<file path="src/rtl/pio_clk_conv_pkg.sv">
package pio_clk_conv_pkg;
  typedef enum logic [1:0] {ST_IDLE, ST_DIV, ST_FIN} conv_state_t;

  // Two-bit address-setup code in the position the timing register decodes
  function automatic logic [1:0] setup_code(input logic [15:0] cnt);
    case (cnt)
      16'd4:         setup_code = 2'b00;
      16'd3:         setup_code = 2'b10;
      16'd1, 16'd2:  setup_code = 2'b01;
      default:       setup_code = 2'b11;
    endcase
  endfunction
endpackage

</file>
<file path="src/rtl/pio_div_seq.sv">
module pio_div_seq #(
  parameter int NW = 10,
  parameter int DW = 8
) (
  input  logic          clk,
  input  logic          rst,
  input  logic          go,
  input  logic [NW-1:0] num,
  input  logic [DW-1:0] den,
  output logic          fin,
  output logic [NW-1:0] ceil_q
);
  localparam int CNTW = $clog2(NW + 1);

  logic [DW:0]     rem;
  logic [NW-1:0]   quo;
  logic [CNTW-1:0] cnt;
  logic            run;
  logic [DW:0]     sh;
  logic            ge;

  assign sh = {rem[DW-1:0], quo[NW-1]};
  assign ge = (sh >= {1'b0, den});

  always_ff @(posedge clk) begin
    if (rst) begin
      rem <= '0;
      quo <= '0;
      cnt <= '0;
      run <= 1'b0;
      fin <= 1'b0;
    end else begin
      fin <= 1'b0;
      if (go) begin
        rem <= '0;
        quo <= num;
        cnt <= CNTW'(NW);
        run <= 1'b1;
      end else if (run) begin
        rem <= ge ? (sh - {1'b0, den}) : sh;
        quo <= {quo[NW-2:0], ge};
        cnt <= cnt - 1'b1;
        if (cnt == CNTW'(1)) begin
          run <= 1'b0;
          fin <= 1'b1;
        end
      end
    end
  end

  // Round up on any remainder; the quotient is below the numerator in that case
  assign ceil_q = quo + {{(NW-1){1'b0}}, |rem};
endmodule

</file>
<file path="src/rtl/pio_count_limit.sv">
module pio_count_limit
  import pio_clk_conv_pkg::*;
#(
  parameter int TW = 10
) (
  input  logic [TW-1:0] cs,
  input  logic [TW-1:0] ca,
  input  logic [TW-1:0] cr,
  input  logic [TW-1:0] cc,
  input  logic [1:0]    rev,
  input  logic [1:0]    idx,
  input  logic          mate_present,
  input  logic [TW-1:0] mate_setup,
  input  logic [4:0]    mate_active,
  input  logic [4:0]    mate_recov,
  output logic [TW-1:0] own_setup,
  output logic [4:0]    own_act,
  output logic [4:0]    own_rec,
  output logic [7:0]    addr_byte,
  output logic [7:0]    timing_byte
);
  localparam int XW = TW + 2;

  logic [XW-1:0] sa, r2, rec, act;
  logic [TW-1:0] m_set;
  logic [4:0]    m_act, m_rec;
  logic          use_mate;

  always_comb begin
    sa  = XW'(cs) + XW'(ca);
    r2  = (XW'(cc) > sa) ? (XW'(cc) - sa) : '0;
    rec = (XW'(cr) > r2) ? XW'(cr) : r2;
    if (rec < XW'(2)) rec = XW'(2);
    act = (ca < TW'(2)) ? XW'(2) : XW'(ca);
    if (rec > XW'(17)) begin
      act = act + rec - XW'(17);
      rec = XW'(17);
    end
    if (act > XW'(16)) act = XW'(16);
    if (rev > 2'd1) rec = rec - 1'b1;
    if (rec > XW'(16)) rec = XW'(16);
  end

  assign own_setup = cs;
  assign own_act   = act[4:0];
  assign own_rec   = rec[4:0];

  assign use_mate = idx[1] & mate_present;
  assign m_set = (use_mate && mate_setup > cs)      ? mate_setup  : cs;
  assign m_act = (use_mate && mate_active > own_act) ? mate_active : own_act;
  assign m_rec = (use_mate && mate_recov > own_rec)  ? mate_recov  : own_rec;

  assign addr_byte   = {setup_code(16'(m_set)), 6'b0};
  assign timing_byte = {m_act[3:0], m_rec[3:0]};
endmodule

</file>
<file path="src/rtl/pio_clk_conv.sv">
module pio_clk_conv
  import pio_clk_conv_pkg::*;
#(
  parameter int TW  = 10,
  parameter int CKW = 8
) (
  input  logic           clk,
  input  logic           rst,
  input  logic           start,
  input  logic [2:0]     pio_mode,
  input  logic [TW-1:0]  setup_ns,
  input  logic [TW-1:0]  active_ns,
  input  logic [TW-1:0]  cycle_ns,
  input  logic [CKW-1:0] clk_ns,
  input  logic [1:0]     chip_rev,
  input  logic [1:0]     drive_idx,
  input  logic           mate_present,
  input  logic [TW-1:0]  mate_setup,
  input  logic [4:0]     mate_active,
  input  logic [4:0]     mate_recov,
  output logic           busy,
  output logic           done,
  output logic           err,
  output logic [2:0]     mode_eff,
  output logic [TW-1:0]  setup_cnt,
  output logic [4:0]     active_cnt,
  output logic [4:0]     recov_cnt,
  output logic [7:0]     addr_byte,
  output logic [7:0]     timing_byte
);
  localparam int NQ = 4;

  conv_state_t    state;
  logic [1:0]     sel;
  logic           div_go, div_fin;
  logic [TW-1:0]  div_num, div_q;
  logic [TW-1:0]  q [NQ];
  logic [TW:0]    sa_ns;
  logic [TW-1:0]  rec_ns;

  logic [2:0]     l_mode;
  logic [TW-1:0]  l_set, l_act, l_cyc, l_mset;
  logic [CKW-1:0] l_clk;
  logic [1:0]     l_rev, l_idx;
  logic           l_mp;
  logic [4:0]     l_mact, l_mrec;

  logic [TW-1:0]  n_set;
  logic [4:0]     n_act, n_rec;
  logic [7:0]     n_ab, n_tb;

  assign sa_ns  = {1'b0, l_set} + {1'b0, l_act};
  assign rec_ns = ({1'b0, l_cyc} > sa_ns) ? TW'({1'b0, l_cyc} - sa_ns) : '0;

  always_comb begin
    case (sel)
      2'd0:    div_num = l_set;
      2'd1:    div_num = l_act;
      2'd2:    div_num = rec_ns;
      default: div_num = l_cyc;
    endcase
  end

  pio_div_seq #(.NW(TW), .DW(CKW)) u_div (
    .clk(clk), .rst(rst), .go(div_go), .num(div_num), .den(l_clk),
    .fin(div_fin), .ceil_q(div_q)
  );

  pio_count_limit #(.TW(TW)) u_lim (
    .cs(q[0]), .ca(q[1]), .cr(q[2]), .cc(q[3]),
    .rev(l_rev), .idx(l_idx), .mate_present(l_mp),
    .mate_setup(l_mset), .mate_active(l_mact), .mate_recov(l_mrec),
    .own_setup(n_set), .own_act(n_act), .own_rec(n_rec),
    .addr_byte(n_ab), .timing_byte(n_tb)
  );

  always_ff @(posedge clk) begin
    if (rst) begin
      state       <= ST_IDLE;
      sel         <= '0;
      div_go      <= 1'b0;
      done        <= 1'b0;
      err         <= 1'b0;
      mode_eff    <= '0;
      setup_cnt   <= '0;
      active_cnt  <= '0;
      recov_cnt   <= '0;
      addr_byte   <= '0;
      timing_byte <= '0;
      l_mode <= '0; l_set <= '0; l_act <= '0; l_cyc <= '0; l_clk <= '0;
      l_rev  <= '0; l_idx <= '0; l_mp  <= 1'b0; l_mset <= '0;
      l_mact <= '0; l_mrec <= '0;
      for (int i = 0; i < NQ; i++) q[i] <= '0;
    end else begin
      done   <= 1'b0;
      err    <= 1'b0;
      div_go <= 1'b0;
      case (state)
        ST_IDLE: if (start) begin
          l_mode <= pio_mode;  l_set <= setup_ns; l_act <= active_ns;
          l_cyc  <= cycle_ns;  l_clk <= clk_ns;   l_rev <= chip_rev;
          l_idx  <= drive_idx; l_mp  <= mate_present;
          l_mset <= mate_setup; l_mact <= mate_active; l_mrec <= mate_recov;
          if (clk_ns == '0) begin
            done <= 1'b1;
            err  <= 1'b1;
          end else begin
            sel    <= '0;
            div_go <= 1'b1;
            state  <= ST_DIV;
          end
        end
        ST_DIV: if (div_fin) begin
          q[sel] <= div_q;
          if (sel == 2'(NQ - 1)) begin
            state <= ST_FIN;
          end else begin
            sel    <= sel + 1'b1;
            div_go <= 1'b1;
          end
        end
        default: begin
          mode_eff    <= (l_mode > 3'd5) ? 3'd5 : l_mode;
          setup_cnt   <= n_set;
          active_cnt  <= n_act;
          recov_cnt   <= n_rec;
          addr_byte   <= n_ab;
          timing_byte <= n_tb;
          done        <= 1'b1;
          state       <= ST_IDLE;
        end
      endcase
    end
  end

  assign busy = (state != ST_IDLE);
endmodule

</file>
<file path="config.mk">
export PLATFORM = sky130hd
export DESIGN_NAME = pio_clk_conv
export DESIGN_NICKNAME = d
export VERILOG_FILES = /design/src/rtl/pio_clk_conv_pkg.sv /design/src/rtl/pio_div_seq.sv /design/src/rtl/pio_count_limit.sv /design/src/rtl/pio_clk_conv.sv
export SDC_FILE = /design/constraint.sdc
export NUM_CORES = 1
export LEC_CHECK = 0
export CORE_MARGIN = 4
export CORE_UTILIZATION = 40
export CTS_BUF_LIST = sky130_fd_sc_hd__clkbuf_4 sky130_fd_sc_hd__clkbuf_8
export DETAILED_ROUTE_END_ITERATION = 12
export DONT_BUFFER_PORTS = 1
export PLACE_DENSITY = 0.6
export SLEW_MARGIN = 20
export SYNTH_ARGS = -nofsm -noshare
export SYNTH_HDL_FRONTEND = slang
export SYNTH_SLANG_ARGS = --single-unit
</file>
<file path="constraint.sdc">
create_clock -name clk -period 11.79 [get_ports clk]
set_clock_uncertainty 0.15 [all_clocks]
set_input_delay 2.358 -clock clk [delete_from_list [all_inputs] [get_ports clk]]
set_output_delay 2.358 -clock clk [all_outputs]
set_load 0.02 [all_outputs]
</file>
; After elaboration in Yosys (flattened, before gate mapping)
; Memory sizes are Yosys's and may differ from the RTL's.
; Cells that the tools add are included.
[classes]
add_sub_neg = 11
order_cmp = 14
n_eq_ne = 14
mux = 52
bitwise_logic = 3
reduce_logical = 19
[ops]
columns = operator, n
row1 = $mux 12, 6
row2 = $mux 10, 6
row3 = $gt 12x5->1 const B, 3
row4 = $pmux 10 s3, 1
row5 = $gt 10x12->1, 2
row6 = $add 10x10->11, 2
row7 = $eq 10x2->1 const B, 2
row8 = $mux 2, 9
row9 = $mux 1, 17
row10 = $mux 4, 4
row11 = $add 12x12->12, 1
row12 = $lt 12x2->1 const B, 1
row13 = $sub 10x12->12, 1
row14 = $sub 12x1->12 const B, 1
row15 = $sub 12x5->12 const B, 1
row16 = $gt 10x11->1, 1
row17 = $add 10x1->10, 1
row18 = $eq 10x1->1 const B, 1
row19 = $eq 10x3->1 const B, 1
row20 = $gt 10x10->1, 1
row21 = $gt 5x5->1, 2
row22 = $lt 10x2->1 const B, 1
row23 = $mux 5, 2
row24 = $reduce_or 10->1, 1
row25 = other kinds (29), 45
[totals]
reg_bits = 131
ram_bits = 40
in_bits = 69
out_inout_bits = 42
mem_count = 1
[memory_table]
columns = memory, words, word_bits, rd, rd_clocked_by_memory_dff, write_ports, line_no
row1 = q, 4, 10, 4, 0, 4, pio_clk_conv.sv:37  ; logic [TW-1:0] q [NQ];

; Logic depth before layout (Yosys ltp)
; Gate-level depths: netlist of run 1.
; An unclocked memory read counts as a cell.
[depth]
depth_word = 17
depth_mapped = 53
mapped_depth_nobuf = 51

; Cells and area by module
; From an unflattened synthesis of run 1, not the netlist that was laid out.
[hier_totals]
cells_unflattened = 1389
hier_area_um2 = 11718.7
[by_module_without_submodules]
columns = module, n_inst, cells_per_inst, area_per_inst_um2, seq_area_each_um2
row1 = pio_clk_conv, 1, 698, 6600.1, 3443.3
row2 = pio_count_limit, 1, 474, 3419.5, 0.0
row3 = pio_div_seq, 1, 217, 1699.1, 500.5

; Worst setup path before layout of run 1
; OpenSTA, ideal clock, no wires.
[synth_path]
kind = register to register
start = mem q[0][1]
end = reg timing_byte[4]
setup_ns = 0.078
arrival_ns = 9.647
path_slack_ns = 1.915
stages_incl_launch_ff = 53
cell_sequence = edfxtp_1 ha_1 a21o_1 a21oi_1 o21bai_1 a21oi_1 o21ai_0 a21oi_1 o21bai_1 a21oi_1 xor2_1 ha_1 a21oi_1 nand2_1 o31ai_1 or4_1 buf_2 or3_1 [17 not listed] a21boi_0 o21a_1 o21a_1 o21a_1 o21ai_0 a2111oi_0 a41oi_1 a211o_1 ha_1 nor2b_1 o21a_1 o21ai_0 nand2b_1 a21oi_1 a311oi_1 nand2_1 o311a_1 nor3_1
[synth_lines]
columns = element, line_no
row1 = "start, declared", pio_clk_conv.sv:37
row2 = "end signal, assigned", pio_clk_conv.sv:128  ; timing_byte <= n_tb;
row3 = "end, declared", pio_clk_conv.sv:29  ; output logic [7:0] timing_byte

==> results.sh, run 1 <==
export IMPL_routedWlPerCell_microns=16.5
export IMPL_synthesis_area_per_instance_sq_um=8.08
export IMPL_hold_bufs_at_cts=0
export IMPL_cts_buffers_inserted=17
export IMPL_grt_first_pass_wirelength_microns=46900
export IMPL_ys_flop_type="dfxtp_1"
export IMPL_number_of_enable_type_register_cells_in_the_synthesized_netlist=40
export IMPL_max_clock_freq_ghz=0.0929
export IMPL_power_density_mw_per_mm2=132
export IMPL_synth_top_area_share_pct=22.8
export IMPL_post_cts_resized=0
export IMPL_number_of_global_route_vias_before_repair=9122
export IMPL_port_buffers=0
export IMPL_grt_max_degree=123
export IMPL_slew_viol_final=0
export IMPL_cts_root_buf="clkbuf_8"
export IMPL_cp_end_kind="flop"
export IMPL_outcome="complete, no violations"
export IMPL_dp_hpwl_microns=22100
export IMPL_post_route_cells_drive_above_1_share_pct=4.99
export IMPL_top_level_ports=111
export IMPL_gr_total_overflow=0
export IMPL_worst_path_max_fanout=9
export IMPL_destination_of_the_worst_hold_path="l_clk[4]$_SDFFE_PP0P_"
export IMPL_min_from="l_clk[4]$_SDFFE_PP0P_"
export IMPL_post_cts_setup_buffers=0
export IMPL_tns_setup_ps=0
export IMPL_yosys_warnings=0
export IMPL_commonest_non_fill_non_tap_cell_in_the_layout="nand2_1"
export IMPL_synth_top_cells_by_area="dfxtp_1 (23%), ha_1 (12%), edfxtp_1 (11%)"
export IMPL_antenna_violations_before_repair=0
export IMPL_arrival_time_at_the_worst_endpoint_ps=11010
export IMPL_post_synth_top_area_cell="dfxtp_1"
export IMPL_layout_filler_cells=2808
export IMPL_hold_viol=0
export IMPL_remaining_drc_errors=0
export IMPL_synthesis_area_sq_mm=0.0113
export IMPL_total_of_flip_flops_plus_latches_after_synthesis=169
export IMPL_r2r_cells=50
export IMPL_timing_critical_path_required_ps=12030
export IMPL_synth_cell_type_count=75
export IMPL_critical_path_slowest_cell="or4_4"
export IMPL_floorplan_core_area_sq_mm=0.0279
export IMPL_crit_type="flop to flop"
export IMPL_post_route_util_pct=43.3
export IMPL_max_cap_violations=0
export IMPL_timing_critical_path_max_delay_family="compound AO/OA/AOI/OAI gates"
export IMPL_viasPerCell=5.46
export IMPL_clock_sinks=169
export IMPL_final_net_count=1553
export IMPL_die_area_sq_mm=0.0311
export IMPL_cp_depth=50
export IMPL_r2r_setup_slack_ps=1030
export IMPL_static_leakage_power_uw=0.00468
export IMPL_vdd_drop_max_mv=0.0681
export IMPL_total_of_endpoints_with_negative_setup_slack_in_the_final_report=0
export IMPL_hold_path_class="flop to flop"
export IMPL_initial_core_util_pct=40.7
export IMPL_finalWorstPathRequiredPeriod_ps=10760
export IMPL_route_final_wire_length_microns=29000
export IMPL_drt_first_pass_iters=7
export IMPL_cts_buffer_depth=2
export IMPL_share_of_the_yosys_chip_area_belonging_to_registers_pct=33.4
export IMPL_mostFrequentLayoutCells="nand2_1 (188), nor2_1 (136), a21oi_1 (133)"
export IMPL_cp_start_kind="flop"
export IMPL_clk_transition_reported_paths_ps=90
export IMPL_clock_latency_ps=470
export IMPL_antenna_diode_count=0
export IMPL_area_sequential_sq_mm=0.00378
export IMPL_clock_tree_from_tritoncts="yes"
export IMPL_gp_routability_congestion=0.896
export IMPL_slew_limit_headroom_pct=33.9
export IMPL_slew_at_the_pin_closest_to_its_max_slew_limit_ps=982
export IMPL_synthCells=1401
export IMPL_rsz0062_at_grt="false"
export IMPL_die_width_microns=176
export IMPL_regToRegEndpoint="timing_byte[4]$_SDFFE_PP0N_"
export IMPL_crit_reg2reg_launch="q[0][0]$_SDFFCE_PN0P_"
export IMPL_area_growth_synth_to_final_pct=6.62
export IMPL_vias=9607
export IMPL_number_of_h_tree_levels=4
export IMPL_period_share_pct=91.3
export IMPL_async_reset_ff_share_pct=0
export IMPL_multi_input_logic_area_sq_mm=0.00691
export IMPL_placementRows=61
export IMPL_globalRouteTotalUtil_pct=18.5
export IMPL_ant_nets=0
export IMPL_initialDrtViolationCount=679
export IMPL_die_height_microns=176
export IMPL_cp_num_buf_inv=5
export IMPL_hold_path_depth=2
export IMPL_crit_path_max_incr_delay_ps=610
==> where the power goes <==
part | internal (uW) | switching [uW]
Sequential | 616 | 27.0
Clock | 235 | 227
Combinational | 192 | 292
Total | 1040 | 546
==> state kept, by name (all words and copies together), names as in the netlist, 2 cells and up <==
register / count
q: 40
l_act: 10
l_cyc: 10
l_mset: 10
l_set: 10
setup_cnt: 10
u_div.quo: 10
u_div.rem: 9
l_clk: 8
timing_byte: 8
active_cnt: 5
l_mact: 5
l_mrec: 5
recov_cnt: 5
u_div.cnt: 4
l_mode: 3
mode_eff: 3
addr_byte: 2
sel: 2
state: 2
==> worst min-delay path: stages (launching register included) <==
cell     delay, ps
dfxtp_1        320
nand2_1         50
a21oi_1         50
==> logic make-up after synthesis <==
| group | share of synthesized area (%) |
|---|---|
| xor+xnor | 3.09 |
| flops | 33.4 |
| other cells | 0.0663 |
| buf+inv | 6.13 |
| simple gates | 20.6 |
| mux | 2.73 |
| fa+ha+maj | 13.1 |
| compound gates | 20.8 |
==> stage by stage <==
| stage | hold WS, ps | worst slack (ps) | std cells | total power, uW | instance area, sq um |
|---|---|---|---|---|---|
| final | 309 | 1030 | 1760 | 1590 | 12100 |
| after floorplan | 286 | 1920 | 1408 | 1030 | 11400 |
| after global placement | 288 | 769 | 1728 | 1120 | 11600 |
| after detailed placement | 294 | 663 | 1728 | 1130 | 11600 |
| after global routing | 320 | 95.4 | 1760 | 1690 | 12100 |
| after CTS | 308 | 608 | 1760 | 1590 | 12000 |
==> how the worst max path moves through the flow <==
stage                               start                     endpoint  slack (ps)
finish              q[0][0]$_SDFFCE_PN0P_  timing_byte[4]$_SDFFE_PP0N_        1030
global route        q[0][0]$_SDFFCE_PN0P_  timing_byte[4]$_SDFFE_PP0N_         100
CTS                 q[0][0]$_SDFFCE_PN0P_  timing_byte[4]$_SDFFE_PP0N_         610
detailed placement  q[0][0]$_SDFFCE_PN0P_  timing_byte[4]$_SDFFE_PP0N_         660
global placement    q[0][1]$_SDFFCE_PN0P_  timing_byte[4]$_SDFFE_PP0N_         770
floorplan           q[0][1]$_SDFFCE_PN0P_  timing_byte[4]$_SDFFE_PP0N_        1920
==> synthesized netlist by cell type, drive strengths merged (26+ instances only) <==
cell / n
a21oi: 134
nand2b: 33
dfxtp: 129
xnor2: 29
o21ai: 64
edfxtp: 40
nand2: 189
clkbuf: 43
ha: 109
nor2: 137
nor3: 26
inv: 114
==> final cells by class <==
type                    instances  share of cell area, %
clock buffers                  18                   2.00
clock inverters                14                   1.62
inverters                     114                   3.54
multi-input cells            1061                   57.2
flip-flops and latches        169                   31.3
well taps                     378                   3.92
repair buffers                  6                  0.373
==> routing by layer <==
layer  part of all wire [%]  vias up  GRT usage, %
met1                     46     4498          24.5
met5                      0        -             0
li1                       -     4859             -
met2                     49      215          31.5
met3                    3.8       35          2.87
met4                    1.8        0          5.30
Power figures use the tool's default switching activity.
==> inputs of run 2 (changes only) <==
- PLACE_DENSITY: 0.6 -> 0.62
- SYNTH_HIERARCHICAL: not set -> 1
- clock period: 11.79 -> 9.61 ns (I/O delays scaled with it)
==> results.sh, run 2 <==
export IMPL_outcome="finished, violations left"
export IMPL_violations="setup timing"
export IMPL_hold_viol=0
export IMPL_synthesis_area_per_instance_sq_um=8.44
export IMPL_static_leakage_power_uw=0.00535
export IMPL_yosys_warnings=6
export IMPL_layout_filler_cells=2857
export IMPL_placementRows=62
export IMPL_max_clock_freq_ghz=0.103
export IMPL_number_of_global_route_vias_before_repair=9204
export IMPL_use_met3_pct=2.64
export IMPL_worst_path_max_fanout=6
export IMPL_gr_total_overflow=0
export IMPL_slew_viol_final=0
export IMPL_setup_ws_ps=-54.7
export IMPL_number_of_h_tree_levels=4
export IMPL_total_of_endpoints_with_negative_setup_slack_in_the_final_report=4
export IMPL_synthCells=1381
export IMPL_vias=9675
export IMPL_r2r_setup_slack_ps=-50
export IMPL_antenna_violations_before_repair=0
export IMPL_finalWorstPathRequiredPeriod_ps=9660
export IMPL_mostFrequentLayoutCells="nand2_1 (176), dfxtp_1 (134), a21oi_1 (129)"
export IMPL_die_width_microns=179
export IMPL_use_met2_pct=31.3
export IMPL_die_height_microns=179
export IMPL_ant_nets=0
export IMPL_clock_latency_ps=470
export IMPL_post_route_cells_drive_above_1_share_pct=15.7
export IMPL_final_net_count=1628
export IMPL_clk_transition_reported_paths_ps=120
export IMPL_initialDrtViolationCount=578
export IMPL_drt_first_pass_iters=5
export IMPL_power_density_mw_per_mm2=151
export IMPL_cts_buffers_inserted=17
export IMPL_slew_limit_headroom_pct=44.3
export IMPL_viasPerCell=5.26
export IMPL_crit_path_max_incr_delay_ps=440
export IMPL_largest_register_ffs=40
export IMPL_vdd_drop_max_mv=0.0749
export IMPL_grt_first_pass_wirelength_microns=46900
export IMPL_routedWlPerCell_microns=16.1
export IMPL_cts_root_buf="clkbuf_8"
export IMPL_gp_routability_congestion=0.867
export IMPL_area_growth_synth_to_final_pct=14.4
export IMPL_top_level_ports=111
export IMPL_place_detailed_instances=1800
export IMPL_fin_cells=1841
export IMPL_remaining_drc_errors=0
export IMPL_arrival_time_at_the_worst_endpoint_ps=9890
export IMPL_commonest_non_fill_non_tap_cell_in_the_layout="nand2_1"
export IMPL_rsz0062_at_grt="true"
export IMPL_initial_core_util_pct=40.6
export IMPL_grt_max_degree=133
export IMPL_synthesis_area_sq_mm=0.0117
export IMPL_hold_bufs_at_cts=0
export IMPL_timing_critical_path_required_ps=9830
export IMPL_antenna_diode_count=0
export IMPL_post_route_util_pct=46.4
export IMPL_multi_input_logic_area_sq_mm=0.00738
export IMPL_cp_start_kind="flop"
export IMPL_dp_hpwl_microns=22600
export IMPL_period_share_pct=101
export IMPL_port_buffers=0
export IMPL_largest_register="q"
export IMPL_hold_path_class="flop to flop"
export IMPL_crit_type="flop to flop"
export IMPL_clock_tree_from_tritoncts="yes"
export IMPL_slew_at_the_pin_closest_to_its_max_slew_limit_ps=829
export IMPL_critical_path_most_common_cell="a21oi_2"
export IMPL_cp_end_kind="flop"
export IMPL_floorplan_core_area_sq_mm=0.0287
export IMPL_clock_sinks=175
export IMPL_die_area_sq_mm=0.0319
export IMPL_max_cap_violations=0
export IMPL_area_sequential_sq_mm=0.00391
export IMPL_cts_buffer_depth=2
export IMPL_globalRouteTotalUtil_pct=18.3
export IMPL_route_final_wire_length_microns=29700
export IMPL_grt_busiest_layer="met2"
export IMPL_critical_path_slowest_cell="or4_4"
export IMPL_grtUsageMet1_pct=24.4
==> run 2: area by class of cell <==
class,instances,area share [%]
Timing Repair Buffer,109,6.17
Clock buffer,21,2.07
Multi-Input combinational cell,1049,55.4
Inverter,92,2.61
Tap cell,384,3.60
Sequential cell,175,29.3
Clock inverter,11,0.873
==> run 2: power breakdown <==
group | switching [uW] | internal (uW) | leakage (uW) | total [uW]
registers | 29.7 | 779 | 0.00151 | 809
logic | 378 | 317 | 0.00363 | 695
clock network | 301 | 213 | 0.000205 | 514
==> run 2: timing repair <==
action	4_1_cts	5_1_grt
setup buffers	8	3
pin swaps	19	29
gates resized for setup	22	26
endpoints found under the setup margin	4	4
==> run 2: stage by stage <==
stage	hold WS [ps]	setup WS (ps)	instance area (sq um)	total power, uW	TNS (ps)
3_5_place_dp	295	-808	12600	1470	-3050
4_1_cts	312	13.1	13200	2010	0
6_report	315	-54.7	13300	2020	-119
2_1_floorplan	286	6.75	11700	1290	0
5_1_grt	325	-510	13300	2140	-1950
3_3_place_gp	290	-608	12600	1460	-2270
==> run 2: path summary, 6_finish.rpt <==
check / from / to / cells past startpoint
max reg2reg: q[1][1]$_SDFFCE_PN0P_ / timing_byte[5]$_SDFFE_PP0N_ / 52
min: l_clk[3]$_SDFFE_PP0P_ / l_clk[3]$_SDFFE_PP0P_ / 2
max: q[1][1]$_SDFFCE_PN0P_ / timing_byte[5]$_SDFFE_PP0N_ / 52
min reg2reg: l_clk[3]$_SDFFE_PP0P_ / l_clk[3]$_SDFFE_PP0P_ / 2
==> run 2: per-layer routing <==
metal | wire length [microns] | share of wire [%]
met5 | 0 | 0
met4 | 476 | 1.6
met3 | 927 | 3.1
met2 | 14600 | 49
met1 | 13800 | 46
==> run 2: worst max-delay path, delay by kind of cell, from the launching register on <==
family / cells / cell delay, ps
buf+inv: 5 / 620
compound gates: 27 / 4380
flops: 1 / 430
fa+ha+maj: 7 / 1730
mux: 3 / 500
xor+xnor: 1 / 180
simple gates: 9 / 1540
==> inputs of run 3 (changes only) <==
- PLACE_DENSITY: 0.62 -> 0.6
- clock period: 9.61 -> 11.7 ns (I/O delays scaled with it)
==> results.sh, run 3 (synthesis results as in run 2) <==
export IMPL_outcome="complete, no violations"
export IMPL_largest_register="q"
export IMPL_rsz0062_at_grt="false"
export IMPL_initialDrtViolationCount=514
export IMPL_ant_nets=0
export IMPL_clock_sinks=175
export IMPL_hold_path_depth=2
export IMPL_finalInstanceArea_sq_mm=0.0124
export IMPL_min_from="l_idx[1]$_SDFFE_PP0P_"
export IMPL_cp_end_kind="flop"
export IMPL_destination_of_the_worst_hold_path="l_idx[1]$_SDFFE_PP0P_"
export IMPL_mostFrequentLayoutCells="nand2_1 (179), a21oi_1 (135), dfxtp_1 (134)"
export IMPL_vdd_drop_max_mv=0.0677
export IMPL_layout_filler_cells=2932
export IMPL_cts_root_buf="clkbuf_8"
export IMPL_clk_transition_reported_paths_ps=100
export IMPL_vias=9329
export IMPL_met2_wirelength_microns=13600
export IMPL_grt_first_pass_wirelength_microns=46100
export IMPL_highest_routed_layer="met4"
export IMPL_antenna_diode_count=0
export IMPL_viasPerCell=5.34
export IMPL_slew_at_the_pin_closest_to_its_max_slew_limit_ps=827
export IMPL_initial_core_util_pct=40.6
export IMPL_cts_buffers_inserted=17
export IMPL_slew_limit_headroom_pct=44.8
export IMPL_routedLengthMet1_microns=13200
export IMPL_multi_input_logic_area_sq_mm=0.00712
export IMPL_hold_path_class="flop to flop"
export IMPL_final_net_count=1533
export IMPL_crit_reg2reg_launch="q[1][1]$_SDFFCE_PN0P_"
export IMPL_area_growth_synth_to_final_pct=6.36
export IMPL_placementRows=62
export IMPL_met3_length_microns=867
export IMPL_largest_register_ffs=40
export IMPL_floorplan_core_area_sq_mm=0.0287
export IMPL_crit_type="flop to flop"
export IMPL_die_height_microns=179
export IMPL_place_detailed_instances=1712
export IMPL_cp_start_kind="flop"
export IMPL_clock_tree_from_tritoncts="yes"
export IMPL_grt_max_degree=133
export IMPL_finalWorstPathRequiredPeriod_ps=10900
export IMPL_commonest_non_fill_non_tap_cell_in_the_layout="nand2_1"
export IMPL_slew_viol_final=0
export IMPL_r2r_cells=53
export IMPL_max_clock_freq_ghz=0.0917
export IMPL_routedWlPerCell_microns=16.2
export IMPL_r2r_setup_slack_ps=800
export IMPL_timing_critical_path_required_ps=11900
export IMPL_arrival_time_at_the_worst_endpoint_ps=11100
export IMPL_critical_path_slowest_cell="or4_1"
export IMPL_number_of_h_tree_levels=4
export IMPL_regToRegEndpoint="timing_byte[7]$_SDFFE_PP0N_"
export IMPL_globalRouteTotalUtil_pct=17.9
export IMPL_hold_viol=0
export IMPL_clock_latency_ps=460
export IMPL_route_final_wire_length_microns=28300
export IMPL_critical_path_most_common_cell="a21oi_1"
export IMPL_static_leakage_power_uw=0.00486
export IMPL_gr_total_overflow=0
export IMPL_crit_path_max_incr_delay_ps=610
export IMPL_cts_buffer_depth=2
export IMPL_gp_routability_congestion=0.880
export IMPL_worst_path_max_fanout=13
export IMPL_top_level_ports=111
export IMPL_fin_cells=1746
export IMPL_die_area_sq_mm=0.0319
export IMPL_drt_first_pass_iters=4
export IMPL_number_of_global_route_vias_before_repair=9047
export IMPL_max_cap_violations=0
export IMPL_die_width_microns=179
export IMPL_area_sequential_sq_mm=0.00391
export IMPL_power_density_mw_per_mm2=129
export IMPL_total_of_endpoints_with_negative_setup_slack_in_the_final_report=0
export IMPL_period_share_pct=93.2
export IMPL_remaining_drc_errors=0
export IMPL_post_route_cells_drive_above_1_share_pct=7.27
export IMPL_port_buffers=0
export IMPL_tns_setup_ps=0
export IMPL_dpl_cell_area_sq_mm=0.0119
export IMPL_antenna_violations_before_repair=0
export IMPL_dp_hpwl_microns=22000
## run 3: worst max path at each step
stage | from | to | slack, ps | cells past startpoint
floorplan | q[0][1]$_SDFFCE_PN0P_ | timing_byte[4]$_SDFFE_PP0N_ | 1580 | 52
global placement | q[0][1]$_SDFFCE_PN0P_ | timing_byte[7]$_SDFFE_PP0N_ | 520 | 50
detailed placement | q[0][1]$_SDFFCE_PN0P_ | timing_byte[5]$_SDFFE_PP0N_ | 430 | 52
CTS | q[0][1]$_SDFFCE_PN0P_ | timing_byte[7]$_SDFFE_PP0N_ | 390 | 52
global route | q[1][1]$_SDFFCE_PN0P_ | timing_byte[4]$_SDFFE_PP0N_ | 8 | 53
finish | q[1][1]$_SDFFCE_PN0P_ | timing_byte[7]$_SDFFE_PP0N_ | 800 | 53
## run 3: layout make-up
class                   count  area share (%)
flip-flops and latches    175            31.5
inverters                  92            2.79
clock inverters            14            1.50
multi-input cells        1049            57.5
well taps                 384            3.88
clock buffers              18            2.00
repair buffers             14           0.848
## run 3: power breakdown
part           total (uW)  internal (uW)  switching (uW)
combinational         475            198             277
sequential            666            640            26.2
clock                 452            207             245
total                1590           1050             548
## run 3: routing by layer
layer,global-route usage (%),vias to the layer above
met1,24.4,4359
li1,-,4785
met4,5.05,0
met5,0,-
met3,2.59,30
met2,29.6,155
## run 3: critical path, delay by kind of cell (launching register included)
family,cells,cell delay [ps]
adders and majority gates,7,2120
muxes,3,520
DFF,1,490
xor gates and xnor gates,1,170
and+or+nand+nor,10,1950
buffers and inverters,5,640
AOI/OAI and AO/OA,27,4790
## run 3: stage by stage
step                setup slack, ps  util, %  hold WS [ps]  power [uW]
global route                   7.87     43.2           331        1700
detailed placement              434     41.5           295        1150
global placement                525     41.5           290        1140
finish                          798     43.2           316        1590
CTS                             387     43.0           313        1600
floorplan                      1580        -           286        1050
## run 3: timing repair
item | 4_1_cts | 5_1_grt
resized for setup | 0 | 7
endpoints found under the setup margin | 0 | 4
hold buffers | 0 | 0
buffers inserted | 0 | 2
